===== src/rtl/scan_concat_pkg.sv =====
package scan_concat_pkg;

  typedef enum logic [2:0] {
    ST_IDLE,
    ST_SEG,
    ST_LOAD,
    ST_SHIFT,
    ST_APPLY,
    ST_DONE
  } sc_state_e;

  typedef enum logic [1:0] {
    PH_IR,
    PH_IN,
    PH_OUT
  } sc_phase_e;

endpackage


===== src/rtl/scan_concat_desc.sv =====
module scan_concat_desc #(
  parameter int NDEV  = 8,
  parameter int NTYPE = 4,
  parameter int IRW   = 16,
  parameter int DRW   = 64,
  parameter int PATW  = 8,
  localparam int IW   = (NDEV > 1) ? $clog2(NDEV) : 1,
  localparam int TW   = (NTYPE > 1) ? $clog2(NTYPE) : 1,
  localparam int IRLW = $clog2(IRW + 1),
  localparam int DRLW = $clog2(DRW + 1)
) (
  input  logic [IW-1:0]         dev_idx,
  input  logic [NDEV-1:0]       sel,
  input  logic [NDEV*TW-1:0]    dev_type,
  input  logic [NDEV*IRLW-1:0]  dev_ir_len,
  input  logic [NDEV*DRLW-1:0]  dev_dr_len,
  input  logic [NDEV*IRW-1:0]   dev_byp_op,
  input  logic [NDEV*IRW-1:0]   dev_int_op,
  input  logic [NTYPE*PATW-1:0] type_npat,
  output logic [TW-1:0]         cur_type,
  output logic [IRLW-1:0]       cur_ir_len,
  output logic [DRLW-1:0]       cur_dr_len,
  output logic [IRW-1:0]        cur_byp,
  output logic [IRW-1:0]        cur_int,
  output logic [PATW-1:0]       cur_npat,
  output logic [PATW-1:0]       max_npat
);

  always_comb begin
    cur_type   = dev_type[dev_idx*TW +: TW];
    cur_ir_len = dev_ir_len[dev_idx*IRLW +: IRLW];
    cur_dr_len = dev_dr_len[dev_idx*DRLW +: DRLW];
    cur_byp    = dev_byp_op[dev_idx*IRW +: IRW];
    cur_int    = dev_int_op[dev_idx*IRW +: IRW];
    cur_npat   = type_npat[cur_type*PATW +: PATW];
  end

  // Largest pattern count among the selected devices' types.
  always_comb begin
    logic [TW-1:0]   t;
    logic [PATW-1:0] n;
    max_npat = '0;
    for (int i = 0; i < NDEV; i++) begin
      t = dev_type[i*TW +: TW];
      n = type_npat[t*PATW +: PATW];
      if (sel[i] && (n > max_npat)) max_npat = n;
    end
  end

endmodule


===== src/rtl/scan_concat_shift.sv =====
module scan_concat_shift #(
  parameter int SW = 64,
  localparam int CW = $clog2(SW + 1)
) (
  input  logic          clk,
  input  logic          rst_n,
  input  logic          load,
  input  logic [SW-1:0] load_val,
  input  logic [SW-1:0] load_exp,
  input  logic [CW-1:0] load_len,
  input  logic          step,
  output logic          bit_out,
  output logic          exp_bit,
  output logic          seg_last
);

  logic [SW-1:0] val_q, val_d;
  logic [SW-1:0] exp_q, exp_d;
  logic [CW-1:0] cnt_q, cnt_d;
  logic          en;

  always_comb begin
    en    = load | step;
    val_d = val_q;
    exp_d = exp_q;
    cnt_d = cnt_q;
    if (load) begin
      val_d = load_val;
      exp_d = load_exp;
      cnt_d = load_len;
    end else if (step) begin
      val_d = val_q >> 1;
      exp_d = exp_q >> 1;
      cnt_d = cnt_q - 1'b1;
    end
  end

  always_ff @(posedge clk or negedge rst_n) begin
    if (!rst_n) begin
      val_q <= '0;
      exp_q <= '0;
      cnt_q <= '0;
    end else if (en) begin
      val_q <= val_d;
      exp_q <= exp_d;
      cnt_q <= cnt_d;
    end
  end

  assign bit_out  = val_q[0];
  assign exp_bit  = exp_q[0];
  assign seg_last = (cnt_q == CW'(1));

endmodule


===== src/rtl/scan_concat_fail.sv =====
module scan_concat_fail #(
  parameter int NDEV = 8,
  localparam int IW = (NDEV > 1) ? $clog2(NDEV) : 1
) (
  input  logic            clk,
  input  logic            rst_n,
  input  logic            clr,
  input  logic            cmp_en,
  input  logic [IW-1:0]   idx,
  input  logic            mismatch,
  output logic [NDEV-1:0] fail
);

  for (genvar g = 0; g < NDEV; g++) begin : g_flag
    logic hit;
    logic flag_d;
    logic flag_q;
    logic en;

    always_comb begin
      hit    = cmp_en && mismatch && (idx == IW'(g));
      en     = clr | hit;
      flag_d = clr ? 1'b0 : 1'b1;
    end

    always_ff @(posedge clk or negedge rst_n) begin
      if (!rst_n)  flag_q <= 1'b0;
      else if (en) flag_q <= flag_d;
    end

    assign fail[g] = flag_q;
  end

endmodule


===== src/rtl/scan_concat.sv =====
module scan_concat
  import scan_concat_pkg::*;
#(
  parameter int NDEV  = 8,
  parameter int NTYPE = 4,
  parameter int IRW   = 16,
  parameter int DRW   = 64,
  parameter int PATW  = 8,
  localparam int IW   = (NDEV > 1) ? $clog2(NDEV) : 1,
  localparam int TW   = (NTYPE > 1) ? $clog2(NTYPE) : 1,
  localparam int IRLW = $clog2(IRW + 1),
  localparam int DRLW = $clog2(DRW + 1),
  localparam int NW   = $clog2(NDEV + 1),
  localparam int SW   = (DRW > IRW) ? DRW : IRW,
  localparam int CW   = $clog2(SW + 1)
) (
  input  logic                  clk,
  input  logic                  rst_n,
  input  logic                  cmd_start,
  input  logic [NDEV-1:0]       cmd_sel,
  input  logic [NW-1:0]         chain_n,
  input  logic [NDEV*TW-1:0]    dev_type,
  input  logic [NDEV*IRLW-1:0]  dev_ir_len,
  input  logic [NDEV*DRLW-1:0]  dev_dr_len,
  input  logic [NDEV*IRW-1:0]   dev_byp_op,
  input  logic [NDEV*IRW-1:0]   dev_int_op,
  input  logic [NTYPE*PATW-1:0] type_npat,
  output logic                  pat_rd,
  output logic [TW-1:0]         pat_type,
  output logic [PATW-1:0]       pat_idx,
  input  logic [DRW-1:0]        pat_stim,
  input  logic [DRW-1:0]        pat_exp,
  output logic                  sh_valid,
  output logic                  sh_ir,
  output logic                  sh_tdi,
  output logic                  sh_last,
  input  logic                  sh_tdo,
  output logic                  apply,
  output logic                  busy,
  output logic                  done,
  output logic [NDEV-1:0]       dev_fail
);

  sc_state_e       state_q, state_d;
  sc_phase_e       phase_q, phase_d;
  logic [IW-1:0]   dev_q, dev_d;
  logic [IW-1:0]   nlast_q, nlast_d;
  logic [PATW-1:0] pat_q, pat_d;
  logic [NDEV-1:0] sel_q, sel_d;
  logic            cmp_q, cmp_d;

  logic [TW-1:0]   cur_type;
  logic [IRLW-1:0] cur_ir_len;
  logic [DRLW-1:0] cur_dr_len;
  logic [IRW-1:0]  cur_byp;
  logic [IRW-1:0]  cur_int;
  logic [PATW-1:0] cur_npat;
  logic [PATW-1:0] max_npat;

  logic            ld, step;
  logic [SW-1:0]   ld_val, ld_exp;
  logic [CW-1:0]   ld_len;
  logic            bit_o, exp_o, seg_last;

  logic            accept;
  logic            act;
  logic [NDEV-1:0] present;

  scan_concat_desc #(
    .NDEV(NDEV), .NTYPE(NTYPE), .IRW(IRW), .DRW(DRW), .PATW(PATW)
  ) i_desc (
    .dev_idx    (dev_q),
    .sel        (sel_q),
    .dev_type   (dev_type),
    .dev_ir_len (dev_ir_len),
    .dev_dr_len (dev_dr_len),
    .dev_byp_op (dev_byp_op),
    .dev_int_op (dev_int_op),
    .type_npat  (type_npat),
    .cur_type   (cur_type),
    .cur_ir_len (cur_ir_len),
    .cur_dr_len (cur_dr_len),
    .cur_byp    (cur_byp),
    .cur_int    (cur_int),
    .cur_npat   (cur_npat),
    .max_npat   (max_npat)
  );

  scan_concat_shift #(.SW(SW)) i_shift (
    .clk      (clk),
    .rst_n    (rst_n),
    .load     (ld),
    .load_val (ld_val),
    .load_exp (ld_exp),
    .load_len (ld_len),
    .step     (step),
    .bit_out  (bit_o),
    .exp_bit  (exp_o),
    .seg_last (seg_last)
  );

  scan_concat_fail #(.NDEV(NDEV)) i_fail (
    .clk      (clk),
    .rst_n    (rst_n),
    .clr      (accept),
    .cmp_en   (sh_valid && cmp_q),
    .idx      (dev_q),
    .mismatch (sh_tdo ^ exp_o),
    .fail     (dev_fail)
  );

  always_comb begin
    for (int i = 0; i < NDEV; i++) present[i] = (NW'(i) < chain_n);
  end

  assign accept = (state_q == ST_IDLE) && cmd_start;
  assign act    = sel_q[dev_q] && (pat_q < cur_npat);

  // Next-state logic
  always_comb begin
    state_d = state_q;
    phase_d = phase_q;
    dev_d   = dev_q;
    nlast_d = nlast_q;
    pat_d   = pat_q;
    sel_d   = sel_q;
    cmp_d   = cmp_q;
    pat_rd  = 1'b0;
    ld      = 1'b0;
    step    = 1'b0;
    ld_val  = '0;
    ld_exp  = '0;
    ld_len  = '0;
    case (state_q)
      ST_IDLE: begin
        if (cmd_start) begin
          sel_d   = cmd_sel & present;
          nlast_d = IW'(chain_n - 1'b1);
          dev_d   = IW'(chain_n - 1'b1);
          phase_d = PH_IR;
          pat_d   = '0;
          state_d = ST_SEG;
        end
      end
      ST_SEG: begin
        pat_rd  = (phase_q != PH_IR) && act;
        state_d = ST_LOAD;
      end
      ST_LOAD: begin
        ld = 1'b1;
        if (phase_q == PH_IR) begin
          ld_val = SW'(sel_q[dev_q] ? cur_int : cur_byp);
          ld_len = CW'(cur_ir_len);
          cmp_d  = 1'b0;
        end else begin
          ld_val = ((phase_q == PH_IN) && act) ? SW'(pat_stim) : '0;
          ld_exp = SW'(pat_exp);
          ld_len = sel_q[dev_q] ? CW'(cur_dr_len) : CW'(1);
          cmp_d  = (phase_q == PH_OUT) && act;
        end
        state_d = ST_SHIFT;
      end
      ST_SHIFT: begin
        step = 1'b1;
        if (seg_last) begin
          if (dev_q != '0) begin
            dev_d   = dev_q - 1'b1;
            state_d = ST_SEG;
          end else begin
            case (phase_q)
              PH_IR: begin
                if (max_npat == '0) begin
                  state_d = ST_DONE;
                end else begin
                  phase_d = PH_IN;
                  dev_d   = nlast_q;
                  state_d = ST_SEG;
                end
              end
              PH_IN:   state_d = ST_APPLY;
              default: begin
                if (({1'b0, pat_q} + 1'b1) >= {1'b0, max_npat}) begin
                  state_d = ST_DONE;
                end else begin
                  pat_d   = pat_q + 1'b1;
                  phase_d = PH_IN;
                  dev_d   = nlast_q;
                  state_d = ST_SEG;
                end
              end
            endcase
          end
        end
      end
      ST_APPLY: begin
        phase_d = PH_OUT;
        dev_d   = nlast_q;
        state_d = ST_SEG;
      end
      ST_DONE:  state_d = ST_IDLE;
      default:  state_d = ST_IDLE;
    endcase
  end

  // Registers
  always_ff @(posedge clk or negedge rst_n) begin
    if (!rst_n) begin
      state_q <= ST_IDLE;
      phase_q <= PH_IR;
      dev_q   <= '0;
      nlast_q <= '0;
      pat_q   <= '0;
      sel_q   <= '0;
      cmp_q   <= 1'b0;
    end else begin
      state_q <= state_d;
      phase_q <= phase_d;
      dev_q   <= dev_d;
      nlast_q <= nlast_d;
      pat_q   <= pat_d;
      sel_q   <= sel_d;
      cmp_q   <= cmp_d;
    end
  end

  assign sh_valid = (state_q == ST_SHIFT);
  assign sh_ir    = sh_valid && (phase_q == PH_IR);
  assign sh_tdi   = sh_valid && bit_o;
  assign sh_last  = sh_valid && seg_last && (dev_q == '0);
  assign apply    = (state_q == ST_APPLY);
  assign busy     = (state_q != ST_IDLE);
  assign done     = (state_q == ST_DONE);
  assign pat_type = cur_type;
  assign pat_idx  = pat_q;

endmodule


===== config.mk =====
export PLATFORM = sky130hd
export DESIGN_NAME = scan_concat
export DESIGN_NICKNAME = d
export VERILOG_FILES = /design/src/rtl/scan_concat_pkg.sv /design/src/rtl/scan_concat_desc.sv /design/src/rtl/scan_concat_shift.sv /design/src/rtl/scan_concat_fail.sv /design/src/rtl/scan_concat.sv
export SDC_FILE = /design/constraint.sdc
export NUM_CORES = 1
export LEC_CHECK = 0
export BUFFER_PORTS_ARGS = -buffer_cell sky130_fd_sc_hd__buf_2
export CORE_AREA = 2 2 224 226
export DETAILED_ROUTE_END_ITERATION = 6
export DIE_AREA = 0 0 226 228
export GPL_TIMING_DRIVEN = 0
export PLACE_DENSITY = 0.6
export REMOVE_ABC_BUFFERS = 1
export SLEW_MARGIN = 0
export SYNTH_ARGS = -nofsm -noshare
export SYNTH_HDL_FRONTEND = slang
export SYNTH_SLANG_ARGS = --single-unit

===== constraint.sdc =====
create_clock -name clk -period 19.8 [get_ports clk]
set_input_delay 2.97 -clock clk [delete_from_list [all_inputs] [get_ports clk]]
set_output_delay 2.97 -clock clk [all_outputs]
set_load 0.01 [all_outputs]

[Word-level counts from Yosys, hierarchy flattened]
Cells that the tools add are included.
Cells by class
  multiplexer cells: 57
  $lt $le $gt $ge: 19
  equality and inequality tests: 26
  divide/modulo/power cells: 0
  $add $sub $neg: 5
  shifts and indexed selects: 14
  multipliers: 2
  reductions and logical operators: 44
  bitwise operators: 11
Operators by type and width (number)
  two-way mux 64 bit: 9
  indexed part select 32 x 6 -> 8 bit: 9
  indexed part select 128 x 8 -> 16 bit: 2
  two-way mux 8 bit: 13
  > comparator 8 bit: 7
  indexed part select 56 x 7 -> 7 bit: 1
  indexed part select 40 x 7 -> 5 bit: 1
  two-way mux 7 bit: 5
  two-way mux 3 bit: 10
  logical AND 1 bit: 27
  equality test 3 bit, second input constant: 6
  less-than comparator 3 x 4 -> 1 bit, first input constant: 4
  two-way mux 16 bit: 1
  one-hot mux 8 bit (2 select lines): 1
  indexed part select 16 x 5 -> 2 bit: 1
  one-hot mux 3 bit (5 select lines): 1
  equality test 3 x 2 -> 1 bit, second input constant: 4
  multiplier 3 x 3 -> 6 bit, second input constant: 2
  one-hot mux 3 bit (2 select lines): 2
  AND reduction 6 bit: 2
  two-way mux 2 bit: 5
  != test 2 bit, second input constant: 5
  adder 8 x 1 -> 9 bit, second input constant: 1
  greater-or-equal comparator 9 x 8 -> 1 bit: 1
  other kinds (32): 58
Storage, ports and cells
  memory bits (read-only): 0
  word-level logic and storage cells: 196
  bits in registers: 171
  input bits: 544
  output and inout port bits: 26
  latch bits: 0
  memories kept: 0
  bits in writable memories: 0

[Logic depth before layout (Yosys ltp)]
Gate-level depths: netlist of run 1.
  word-level depth: 31
  mapped depth: 94
  depth with buffers taken out: 84

[Modules after synthesis]
Synthesis of run 1 repeated with hierarchy kept, for this count alone.
Unflattened totals
  cell total of the unflattened synthesis: 1683
  area total of the unflattened synthesis: 16731.0 µm²
By module, submodules not included
  scan_concat_desc: area each 6839.1 µm², seq. area each 0.0 µm², cells each 619, times used 1
  scan_concat_shift: area each 6177.2 µm², seq. area each 3378.2 µm², cells each 599, times used 1
  scan_concat: area each 3303.2 µm², seq. area each 700.7 µm², cells each 426, times used 1
  scan_concat_fail: area each 411.6 µm², seq. area each 200.2 µm², cells each 39, times used 1

[Worst setup path before layout of run 1]
Ideal clock, no wire load.
  path type: input to register
  start: in dev_type[0]
  end: reg dev_q[0]
  slack: 0.849 ns
  stages on the path: 86
  arrival: 18.810 ns
  path buffers: 10
  path through: buf_2 -> mux4_2 -> and2_1 -> ha_1 -> inv_1 -> or3_1 -> o2111a_1 -> clkbuf_1 -> clkbuf_1 -> o21ai_0 -> inv_1 -> ha_1 -> nand2_1 -> o21ai_0 -> o21ai_0 -> a21oi_1 -> o21ai_0 -> a211oi_2 -> (+50 left out) -> o21ai_0 -> o211a_1 -> clkbuf_1 -> nor2_1 -> a21oi_1 -> ha_1 -> nand2b_1 -> a21o_1 -> a21o_1 -> a21o_1 -> a21o_1 -> a21o_1 -> a21o_1 -> a21oi_1 -> nand2_1 -> a31o_2 -> a311oi_1 -> o311ai_1
Between the ends
  cells in the longest elaborated chain, start to end: 28
Ends and longest elaborated chain
  from (decl): line scan_concat.sv:22  | input logic [NDEV*TW-1:0] dev_type,
  indexed part select 32 x 6 -> 8 bit *: line scan_concat_desc.sv:45  | n = type_npat[t*PATW +: PATW];
  > comparator 8 x 1 -> 1 bit: line scan_concat_desc.sv:46  | if (sel[i] && (n > max_npat)) max_npat = n;
  logical AND 1 bit: line scan_concat_desc.sv:46
  two-way mux 8 bit *: line scan_concat_desc.sv:46
  > comparator 8 bit: line scan_concat_desc.sv:46
  logical AND 1 bit: line scan_concat_desc.sv:46
  two-way mux 8 bit *: line scan_concat_desc.sv:46
  > comparator 8 bit: line scan_concat_desc.sv:46
  (+12 left out)
  logical AND 1 bit: line scan_concat_desc.sv:46
  two-way mux 8 bit *: line scan_concat_desc.sv:46
  > comparator 8 bit: line scan_concat_desc.sv:46
  logical AND 1 bit: line scan_concat_desc.sv:46
  two-way mux 8 bit *: line scan_concat_desc.sv:46
  greater-or-equal comparator 9 x 8 -> 1 bit / zero test 8 bit (equally long branches): line scan_concat.sv:182, scan_concat.sv:172
  != test 4 bit (no line)
  AND reduction 6 bit (no line) *
  to (signal assigned): line scan_concat.sv:218  | dev_q <= dev_d;
  to (decl): line scan_concat.sv:46  | logic [IW-1:0] dev_q, dev_d;
Mark *: on every way between the ends. The rest lies on a longest branch, timed or not.
A chain may end at the register's enable or synchronous reset.

[Worst setup path in the final report of run 1]
  start: in dev_type[0]
  end: reg dev_q[1]
Same word-level chain as after synthesis.

==> flow_summary_export.csv, run 1 <==
group,metric,value,unit
die,io_pins,570,
grt,grt_max_degree,108,
setup_path,cp_max_fo,20,
route,wl,63500,µm
timing,slew_headroom,10.5,%
setup_path,crit_path_start_kind,"input pin",
timing,finalSetupViolCount,0,
route,drt_first_pass_iters,5,
timing,timing.fmax,53.6,MHz
grt,grt_pass1_vias,15700,
clock_tree,tritoncts,"yes",
synth,synth_simple_gate_area_share,17.5,%
setup_path,cpPeakStageDelay,0.52,ns
die,core,49300,µm²
synth,synth_fa_ha_area_share,5.93,%
setup_path,worstPathRequired,20.11,ns
setup_path,crit_buf_inv,6,
timing,finalHoldViolations,0,
placement,io_buffers,569,
synth,synth_mux_area_share,27.2,%
grt,grt_overflow_total,0,
run,cap_violations,0,
pwr,netSwitchingFraction,43.5,%
setup_path,crit_arrival,18.97,ns
placement,placedCellCount,2914,
placement,place.gp.congestion,1.00,
clock_tree,path_clk_slew,0.07,ns
setup_path,critPathSlowestCell,"mux4_2",
timing,slew_violations,0,
finish,postLayoutCoreUtil,41.2,%
die,dieArea,51500,µm²
die,die_y,228,µm
finish,drive_gt1_share,37.7,%
clock_tree,cts_sinks,171,
route,ant_nets,0,
min_path,hold_path.class,"reg2reg",
pwr,clockPowerShare,16.1,%
pwr,p_per_area,105,nW/µm²
route,drcViolationCount,0,
run_status,outcome,"completed",
pwr,pwr-share-comb,58.1,%
finish,layoutNonFillerInstCount,2969,
timing,fin_skew,0.0172,ns
synth,synth_cell_types,73,
clock_tree,cts-root-buf,"clkbuf_16",
die,rows,82,
timing,tightest_slew,1.34,ns
synth,synth-compound-area-share,17.1,%
placement,detailed_place.area,19500,µm²
synth,syn_area_per_cell,8.87,µm²
synth,yosys.area_share.xor_xnor,0.437,%
finish,layout_common_cells,"buf_2, nand2_1, nor2_1",
grt,track_usage,24.1,%
synth,synth-edff-count,0,
synth,synth-main-ff-cell,"dfrtp_1",
grt,antenna_found_initial,16,
synth,synth_top_family_by_area,"multiplexers",
pwr,p_int,1.21,mW
setup_path,critPathKind,"in2reg",
pwr,leakage,9.05,nW
pwr,p_seq_share,25.8,%
placement,dp_hpwl,49700,µm
die,initial_core_util,32.5,%
grt,grt_first_pass_wirelength,94200,µm
clock_tree,max-clock-path-buffers,2,
timing,fin_crit_sh,94.2,%
pwr,p_total,2.14,mW
synth,netlist_area,16000,µm²
clock_tree,cts_max_level,4,
die,dieWidth,226,µm
synth,yosys_warnings,0,
clock_tree,numCtsBuffers,17,
synth,postSynthCellCount,1807,
setup_path,path_delay_family,"compound AO/OA/AOI/OAI gates",
timing,finalCriticalPeriod,18.66,ns
route,wl_per_cell,21.4,µm
finish,finalInstanceArea,20300,µm²
finish,final_common_cell,"buf_2",
pwr,switchingPower,0.931,mW
pwr,ir_drop,63.1,µV
route,vias,16400,
finish,fin_nets,2897,
setup_path,worstSetupEndpointType,"flip-flop",
synth,ys_ff_latch,171,
clock_tree,clk_latency,0.46,ns
finish,syn2layout_area_growth,26.9,%
route,via_per_inst,5.53,
synth,async_reset_ff_share,100,%
timing,fin_setup_tns,0,ns
synth,ys_seq_area_share,26.7,%
route,drt-initial-drc-count,1523,
worst min-delay path, cell delays in order, from the launching register on:
cell     delay (ns)
dfrtp_1        0.34
nand2_1        0.05
nand2_1        0.05
cell usage after synthesis (8+ instances only):
library cell    n  share of area (%)
nor2b_1         8               0.31
nand2_1       339                7.9
clkbuf_1      121                2.8
dfrtp_1       171                 27
buf_4           8               0.37
nand4_1        10               0.39
nand2b_1        9               0.35
buf_1          11               0.26
nor2_1        195                4.6
a21oi_1       161                5.0
ha_1           76                5.9
mux2_2         10               0.70
and2_1          8               0.31
nor3_1         16               0.50
a21o_1         24                1.1
o21ai_0       189                5.9
nand3_1        33                1.0
a22oi_1        20               0.94
mux4_2        174                 24
or3_1          10               0.39
mux2i_1        29                1.8
inv_1          54                1.3
path summary, 6_finish.rpt:
path	start	to	slack (ns)	cells past startpoint
max	dev_type[0]	dev_q[1]	1.14	76
min	i_shift.exp_q[63]	i_shift.exp_q[63]	0.47	2
max reg2reg	sel_q[0]	dev_q[1]	3.61	74
min reg2reg	i_shift.exp_q[63]	i_shift.exp_q[63]	0.47	2
max in group asynchronous	rst_n	i_shift.val_q[8]	16.34	2
min in group asynchronous	rst_n	i_shift.exp_q[21]	2.55	1
kinds of logic (layout without fill, tap and decap cells):
group | Yosys count | in the layout
AND/OR/NAND/NOR | 663 | 663
XOR/XNOR | 8 | 8
buffers and inverters | 204 | 685
other | 0 | 7
adder cells (fa/ha/maj) | 76 | 76
multiplexers | 215 | 215
flip-flops | 171 | 171
AO/OA/AOI/OAI | 470 | 472
power by group through the flow:
stage | clock network [mW] | logic (mW) | registers (mW)
floorplan | 0 | 0.814 | 0.586
global placement | 0 | 1.15 | 0.643
detailed placement | 0 | 1.21 | 0.560
CTS | 0.354 | 1.22 | 0.553
global route | 0.368 | 1.36 | 0.569
finish | 0.344 | 1.24 | 0.552
routing by layer:
metal	share of wire, %	global-route usage (%)	vias to the layer above
li1	-	-	7578
met1	44	33.2	7986
met2	45	38.1	759
met3	9.4	6.54	90
met4	1.6	4.51	20
met5	0.18	0	-
repair_timing:
action / 4_1_cts / 5_1_grt
cloned: 1 / 1
pin swaps: 2 / 7
buffers inserted: 0 / 14
resized for setup: 10 / 27
endpoints found under the setup margin: 14 / 14
hold buffers: 0 / 0
through the flow:
step	setup slack (ns)	hold WS, ns
2_1_floorplan	1.54	0.439
3_3_place_gp	-1.60	0.451
3_5_place_dp	-1.96	0.457
4_1_cts	0.134	0.472
5_1_grt	-0.0396	0.499
6_report	1.14	0.471
cell type report:
| class | instances | area (µm²) |
|---|---|---|
| inverters | 56 | 210 |
| repair buffers | 597 | 3290 |
| clock buffers | 18 | 439 |
| fillers | 4941 | 29000 |
| multi-input cells | 1434 | 11100 |
| flip-flops and latches | 171 | 4290 |
| well taps | 672 | 841 |
| clock inverters | 14 | 136 |
| diodes | 7 | 17.5 |
sequential cells by signal, summed over array words and instances (netlist names):
name,flops
i_shift.val_q,64
dev_q,3
i_shift.exp_q,64
i_shift.cnt_q,7
i_fail.g_flag.flag_q,8
state_q,3
cmp_q,1
phase_q,2
sel_q,8
nlast_q,3
pat_idx,8
Note: power is estimated with default switching activity, not from simulation.
==> inputs of run 2 (changes only) <==
--- a/config.mk
+++ b/config.mk
@@ -10,7 +10,7 @@
 export DETAILED_ROUTE_END_ITERATION = 6
 export DIE_AREA = 0 0 226 228
 export GPL_TIMING_DRIVEN = 0
-export PLACE_DENSITY = 0.6
+export PLACE_DENSITY = 0.63
 export REMOVE_ABC_BUFFERS = 1
 export SLEW_MARGIN = 0
 export SYNTH_ARGS = -nofsm -noshare
==> constraint.sdc (replaced) <==
create_clock -name clk -period 15.9 [get_ports clk]
set_input_delay 2.385 -clock clk [delete_from_list [all_inputs] [get_ports clk]]
set_output_delay 2.385 -clock clk [all_outputs]
set_load 0.01 [all_outputs]
==> run 2 against run 1 <==
The run now ends with negative setup slack left. Core utilization rose by 3.5 points. Routed wire length rose by 2.7%. First-iteration DRC count rose by 11%. Largest power group unchanged. Sequential power rose by 22%. Critical endpoint is now dev_q[0]. Non-clock buffer count rose by 63. Worst setup slack got worse by 1.8 ns. Count of clock-buffer cells in the layout rose by 1. Register-to-register slack got worse by 2.5 ns. Die area did not move. Combinational power rose by 41%. Critical path depth rose by 1. Sequential share of layout area fell by 1.7 points.
==> flow_summary_export.csv, run 2 (same netlist as run 1, synthesis figures left out) <==
group,metric,value,unit
timing,finalCriticalPeriod,16.52,ns
setup_path,worstPathRequired,16.21,ns
run,cap_violations,0,
die,die_y,228,µm
finish,fin_nets,2962,
clock_tree,holdBufCountCts,0,
finish,layout_common_cells,"buf_2, nand2_1, nor2_1",
timing,tightest_slew,1.33,ns
die,io_pins,570,
setup_path,cpPeakStageDelay,0.52,ns
finish,drive_gt1_share,44.7,%
min_path,hold_path.class,"reg2reg",
grt,grt_pass1_vias,16500,
timing,holdWs,0.473,ns
setup_path,worstSetupEndpointType,"flip-flop",
pwr,p_per_area,131,nW/µm²
grt,grt_max_degree,112,
clock_tree,cts-root-buf,"clkbuf_16",
route,vias,16900,
grt,grtUsageMet1,34.4,%
die,dieArea,51500,µm²
finish,largestRegisters,"i_shift.exp_q (64), i_shift.val_q (64)",
timing,fin_skew,0.0189,ns
setup_path,cp_max_fo,9,
setup_path,crit_path_start_kind,"input pin",
run_status,outcome,"complete, but fails checks",
die,initial_core_util,32.5,%
grt,track_usage,24.6,%
placement,io_buffers,569,
setup_path,crit_path_frequent_cell,"a21o_1",
pwr,p_total,2.89,mW
placement,dp_hpwl,49000,µm
timing,slew_violations,0,
clock_tree,tritoncts,"yes",
grt,antenna_found_initial,19,
finish,final_common_cell,"buf_2",
route,wl,65200,µm
route,via_per_inst,5.59,
clock_tree,numCtsBuffers,17,
route,drcViolationCount,0,
finish,syn2layout_area_growth,37.7,%
placement,place.gp.congestion,0.967,
clock_tree,max-clock-path-buffers,2,
die,core,49300,µm²
clock_tree,cts_max_level,4,
pwr,ir_drop,88.0,µV
setup_path,critPathKind,"in2reg",
clock_tree,path_clk_slew,0.07,ns
run_status,violations,"negative setup slack",
timing,rsz0062_at_grt,"yes",
grt,grt_busiest_layer,"met2",
route,ant_nets,0,
grt,grt_overflow_total,0,
route,wl_per_cell,21.5,µm
route,drt-initial-drc-count,1692,
grt,grt.met2_usage,38.2,%
die,rows,82,
timing,fin_crit_sh,104,%
pwr,leakage,9.63,nW
grt,grt_first_pass_wirelength,97100,µm
finish,postLayoutCoreUtil,44.7,%
clock_tree,cts_sinks,171,
setup_path,crit_arrival,16.83,ns
timing,timing.fmax,60.5,MHz
timing,slew_headroom,11.7,%
timing,finalSetupViolCount,14,
clock_tree,clk_latency,0.45,ns
setup_path,critPathSlowestCell,"mux4_2",
timing,finalHoldViolations,0,
route,drt_first_pass_iters,5,
setup_path,path_delay_family,"compound AO/OA/AOI/OAI gates",
grt,gr-usage-met3,6.63,%
timing,setup_ws,-0.617,ns
die,dieWidth,226,µm
setup_path,crit_buf_inv,8,
==> run 2: cell types whose count changed in the layout (fill, tap and decap cells not counted), moves of 12 or more <==
cell     before  now
buf_6         0   25
ha_1         76   50
o21ai_1       4   16
o21ai_0     183  159
ha_4          0   25
buf_4        14   66
buf_2       567  550
==> run 2: per-layer routing <==
| metal | up-vias | routed length (µm) | part of all wire [%] |
|---|---|---|---|
| met3 | 102 | 6330 | 9.7 |
| met5 | - | 224 | 0.34 |
| met4 | 30 | 1070 | 1.6 |
| li1 | 7724 | - | - |
| met1 | 8238 | 28000 | 43 |
| met2 | 853 | 29600 | 45 |
==> run 2: through the flow <==
| stage | TNS (ns) | cells | setup WS [ns] | area [µm²] |
|---|---|---|---|---|
| 6_report | -6.55 | 3031 | -0.617 | 22100 |
| 3_3_place_gp | -62.81 | 2900 | -4.83 | 19100 |
| 2_1_floorplan | -21.95 | 1659 | -1.78 | 15400 |
| 4_1_cts | 0 | 3009 | 0.0000711 | 21600 |
| 5_1_grt | -12.97 | 3027 | -1.09 | 22100 |
| 3_5_place_dp | -70.48 | 2913 | -5.38 | 19500 |
==> run 2: area by class of cell <==
class,instances,area [µm²]
flip-flops and latches,171,4290
clock inverters,12,185
diodes,5,12.5
repair buffers,660,3980
fillers,4764,27300
clock buffers,19,453
well taps,672,841
multi-input cells,1436,12100
inverters,56,215
==> run 2: worst paths after layout <==
path,start,end,slack (ns),cells past startpoint
worst min register to register,i_shift.val_q[63],i_shift.val_q[63],0.47,2
worst max-delay path,type_npat[14],dev_q[0],-0.62,77
worst max register to register,sel_q[0],dev_q[0],1.11,74
min in group asynchronous,rst_n,i_shift.exp_q[13],1.87,1
worst min-delay path,i_shift.val_q[63],i_shift.val_q[63],0.47,2
max in group asynchronous,rst_n,i_shift.val_q[15],13.03,2
==> run 2: report_power, final <==
part	switching (mW)	internal (mW)	total, mW
Sequential	0.124	0.550	0.674
Clock	0.188	0.273	0.461
Combinational	0.906	0.847	1.75
Total	1.22	1.67	2.89
==> run 2: what timing repair did <==
action	CTS	global route
gates cloned	6	1
endpoints found under the setup margin	14	14
setup buffers	59	17
gates resized for setup	208	73
pin swaps	85	43
hold endpoints to repair	0	0
==> run 2: tightest hold or removal path, cell delays in order, from the launching register on <==
cell and delay [ns]:
dfrtp_1 0.34, nand2_1 0.05, nand2_1 0.05
